**config.mk**
```make
export PLATFORM = sky130hd
export DESIGN_NAME = lsp_core
export DESIGN_NICKNAME = d
export VERILOG_FILES = /design/src/rtl/lsp_core.sv
export SDC_FILE = /design/constraint.sdc
export NUM_CORES = 2
export LEC_CHECK = 0
export ABC_AREA = 1
export BUFFER_PORTS_ARGS = -buffer_cell sky130_fd_sc_hd__buf_2
export CAP_MARGIN = 20
export CORE_MARGIN = 2
export CORE_UTILIZATION = 55
export DETAILED_ROUTE_END_ITERATION = 7
export PLACE_DENSITY = 0.81
export SLEW_MARGIN = 25
export SYNTH_ARGS = -nofsm -noshare
export SYNTH_HDL_FRONTEND = slang
export SYNTH_SLANG_ARGS = --single-unit
export TNS_END_PERCENT = 5
```
**constraint.sdc**
```tcl
create_clock -name clk -period 9.46 [get_ports clk]
set_input_delay 0.473 -clock clk [delete_from_list [all_inputs] [get_ports clk]]
set_output_delay 0.473 -clock clk [all_outputs]
set_load 0.01 [all_outputs]
```
**src/rtl/lsp_core.sv**
```systemverilog
module lsp_core (
  input  logic        clk,
  input  logic        rst,
  output logic [31:0] mem_addr,
  output logic [31:0] mem_wdata,
  output logic        mem_we,
  input  logic [31:0] mem_rdata,
  output logic        halted
);
  localparam logic [3:0] OP_LDR = 4'd0, OP_STR = 4'd1, OP_ADD = 4'd2, OP_SUB = 4'd3,
                         OP_MUL = 4'd4, OP_MOV = 4'd5, OP_CMP = 4'd6, OP_BR  = 4'd7,
                         OP_SVC = 4'd8;

  typedef enum logic [2:0] {S_FETCH, S_CAPT, S_EXEC, S_LOAD, S_HALT} state_t;

  state_t      st;
  logic [31:0] rf [16];
  logic [31:0] ir;
  logic        fn, fz, fv;
  logic        take;

  wire [3:0]  op  = ir[31:28];
  wire [3:0]  cnd = ir[27:24];
  wire [3:0]  rd  = ir[23:20];
  wire [3:0]  rn  = ir[19:16];
  wire [3:0]  rm  = ir[15:12];
  wire [31:0] pc  = rf[15];
  wire [31:0] va  = rf[rn];
  wire [31:0] vb  = rf[rm];
  wire [31:0] ea  = pc + 32'd4 + {{18{ir[11]}}, ir[11:0], 2'b00};
  wire [31:0] dif = va - vb;
  wire [31:0] prd = va * vb;
  wire        ovf = (va[31] != vb[31]) && (dif[31] != va[31]);
  wire        mem_op = (st == S_EXEC) && (op == OP_LDR || op == OP_STR);

  assign mem_addr  = mem_op ? ea : pc;
  assign mem_we    = (st == S_EXEC) && (op == OP_STR);
  assign mem_wdata = rf[rd];
  assign halted    = (st == S_HALT);

  always_comb begin
    case (cnd)
      4'd0:    take = 1'b1;
      4'd1:    take = fz;
      4'd2:    take = !fz;
      4'd3:    take = (fn == fv);
      4'd4:    take = (fn != fv);
      4'd5:    take = !fz && (fn == fv);
      4'd6:    take = fz || (fn != fv);
      default: take = 1'b0;
    endcase
  end

  always_ff @(posedge clk) begin
    if (rst) begin
      st <= S_FETCH;
      ir <= '0;
      fn <= 1'b0;
      fz <= 1'b0;
      fv <= 1'b0;
      for (int i = 0; i < 16; i++) rf[i] <= '0;
    end else begin
      case (st)
        S_FETCH: st <= S_CAPT;
        S_CAPT: begin
          ir     <= mem_rdata;
          rf[15] <= pc + 32'd4;
          st     <= S_EXEC;
        end
        S_EXEC: begin
          st <= S_FETCH;
          case (op)
            OP_LDR: st <= S_LOAD;
            OP_STR: ;
            OP_ADD: rf[rd] <= va + vb;
            OP_SUB: rf[rd] <= dif;
            OP_MUL: rf[rd] <= prd;
            OP_MOV: rf[rd] <= vb;
            OP_CMP: begin
              fn <= dif[31];
              fz <= (dif == 32'd0);
              fv <= ovf;
            end
            OP_BR:  if (take) rf[15] <= ea;
            OP_SVC: if (ir[11:0] == 12'd2) st <= S_HALT;
            default: st <= S_HALT;
          endcase
        end
        S_LOAD: begin
          rf[rd] <= mem_rdata;
          st     <= S_FETCH;
        end
        default: st <= S_HALT;
      endcase
    end
  end
endmodule


```
==> results_dict.tcl <==
set metrics [dict create \
    status "finished with violations" \
    violations "design-rule violations" \
    place.gp.congestion 1.055 \
    cts_buffers 67 \
    worstPathArrival_ps 9680 \
    synth_fa_ha_area_frac 0.1862 \
    postRouteAntennaNets 0 \
    design_area_um2 63090 \
    synthFlopType "edfxtp_1" \
    critPathTopFamily "adder cells" \
    register_area_um2 16400 \
    skew_ps 65.14 \
    cts.sinks 562 \
    crit_fanout 97 \
    drive_above_1_share 0.07495 \
    vias 58926 \
    grt_max_degree 253 \
    synth-compound-area-share 0.1523 \
    antenna_found_initial 10 \
    finalHoldViolCount 0 \
    ys_types 53 \
    die_width_um 330.5 \
    avgSynthCellArea_um2 7.277 \
    cp-end-kind "flop" \
    num_rows 119 \
    port-buffer-count 99 \
    insertion_delay_ps 690 \
    yosysMostFrequentCell "nand2_1" \
    drt_iter0_drc 10424 \
    dp_hpwl_um 166800 \
    synth-async-reset-ratio 0 \
    utilization 0.5976 \
    fill_cells 9397 \
    track_usage 0.4325 \
    finalSetupViolations 0 \
    synth_seq_area_share 0.2793 \
    synthCells 8056 \
    critPathBufInv 10 \
    clk_pin_slew_ps 60 \
    area_delta_synth_final_pct 7.611 \
    viasPerCell 6.276 \
    hold_class "in2reg" \
    gr-total-overflow 0 \
    synth_xor_area_frac 0.01569 \
    nets 8601 \
    slew_headroom 0.2337 \
    crit_path_start_kind "flop" \
    min_period_over_period 0.9724 \
    tns_ps 0 \
    synth_area_leaders "edfxtp_1 (26%), fa_1 (14%), nand2_1 (11%), inv_1 (9.0%), nand3_1 (5.8%)" \
    grt_pass1_vias 55840 \
    crit_path_max_incr_delay_ps 510 \
    grt_pass1_wl_um 350900 \
    cts_tree "yes" \
    synth-simple-area-share 0.2306 \
    cts_root_buf "clkbuf_16" \
    io_pins 100 \
    die_h_um 330.5 \
    fin_crit_ps 9199 \
    synth_top_family_by_area "simple AND/OR/NAND/NOR gates" \
    maxCapViolCount 0 \
    critical_path_class "reg2reg" \
    place_inst 9260 \
    multiInputGateArea_um2 34400 \
    yosys_warnings 0 \
    crit_required_ps 9940 \
    synthMuxAreaShare 0 \
    critPathSlowestCell "fa_1" \
    initial_core_util 0.5554 \
    cts_buffer_depth 3 \
    dr.pass1.iters 8 \
    fin_cells 9389 \
    h-tree-depth 3 \
    die_area_um2 109200 \
    synth_edf_count 512 \
    synth_nets 8716 \
    synth_area_leader_cell "edfxtp_1" \
    wl_per_cell_um 25.37 \
    synth_top_area_frac 0.2623 \
    worst_pin_slew_ps 1149 \
    core_area_um2 105600 \
    drcViolationCount 30 \
    placed_area_um2 60760 \
    max_clock_freq_mhz 108.7 \
    drv_slew 0 \
    syn_area_um2 58630 \
    wirelength_um 238200 \
    yosys-top-cells-count "nand2_1 (1711), inv_1 (1410), nand3_1 (684), nor2_1 (626), a21oi_1 (580)" \
    synth-seq-cells 562 \
]
[timing repair]
item | in CTS | in global routing
resized for setup | 1 | 29
buffers inserted | 0 | 2
endpoints found under the setup margin | 12 | 144
hold buffers | 0 | 0
gates cloned | 0 | 1
[tightest hold or removal path: stages]
cell     delay, ps
buf_2          120
nand2_1         60
nand2_1         70
[flip-flops by register name (all words and copies together), names as in the netlist, named ones only]
register	flops
fn	1
fv	1
fz	1
ir	32
rf	512
st	3
[path summary, 6_finish.rpt]
| check | from | end | slack (ps) | depth (start not counted) |
|---|---|---|---|---|
| max | flop | rf[5][19]$_SDFFCE_PN0P_ | 260 | 34 |
| min | mem_rdata[15] | ir[15]$_SDFFE_PP0P_ | 120 | 3 |
| max reg2reg | flop | rf[5][19]$_SDFFCE_PN0P_ | 260 | 34 |
| min reg2reg | ir[18]$_SDFFE_PP0P_ | flop | 480 | 2 |
[area by class of cell]
| cell class | count | area share |
|---|---|---|
| multi-input cells | 5516 | 0.5453 |
| flip-flops and latches | 562 | 0.2600 |
| repair buffers | 366 | 0.04714 |
| inverters | 1428 | 0.08516 |
| well taps | 1391 | 0.02759 |
| diodes | 6 | 0.0002380 |
| clock buffers | 82 | 0.02747 |
| clock inverters | 38 | 0.007060 |
[per-layer routing]
metal	vias up	track usage	routed length [µm]
li1	25678	-	-
met1	27159	0.5618	82730
met2	5016	0.6354	99290
met3	1069	0.1318	38000
met4	4	0.2608	18110
met5	-	0	26
[cells in the final DEF (no fill, tap or decap), drive strengths merged, types with 13 or more instances in the layout]
master / instances
nand2: 1738
inv: 1427
nand3: 684
nor2: 627
a21oi: 590
o21ai: 531
edfxtp: 512
fa: 411
buf: 366
o211ai: 280
ha: 215
clkbuf: 82
xor2: 77
o221ai: 64
or2: 54
dfxtp: 50
and2: 45
nor3: 41
clkinv: 30
xnor2: 28
nand4: 19
a22oi: 17
nor4: 17
o22ai: 13
[per-stage QoR]
| step | worst slack [ps] | hold slack [ps] |
|---|---|---|
| 2_1_floorplan | 1315 | 443.9 |
| 3_3_place_gp | 171.1 | 452.4 |
| 3_5_place_dp | 93.20 | 475.1 |
| 4_1_cts | 99.68 | 91.15 |
| 5_1_grt | -9.940 | 128.4 |
| 6_report | 260.8 | 118.4 |
[logic make-up after synthesis]
kind of cell,Yosys count
buffers and inverters,1978
xor gates and xnor gates,105
AOI/OAI and AO/OA,1548
and+or+nand+nor,3237
adders and majority gates,626
DFF,562
Power is not shown: default switching activity piles up to over one toggle a cycle in this logic, so the estimate is an artifact.
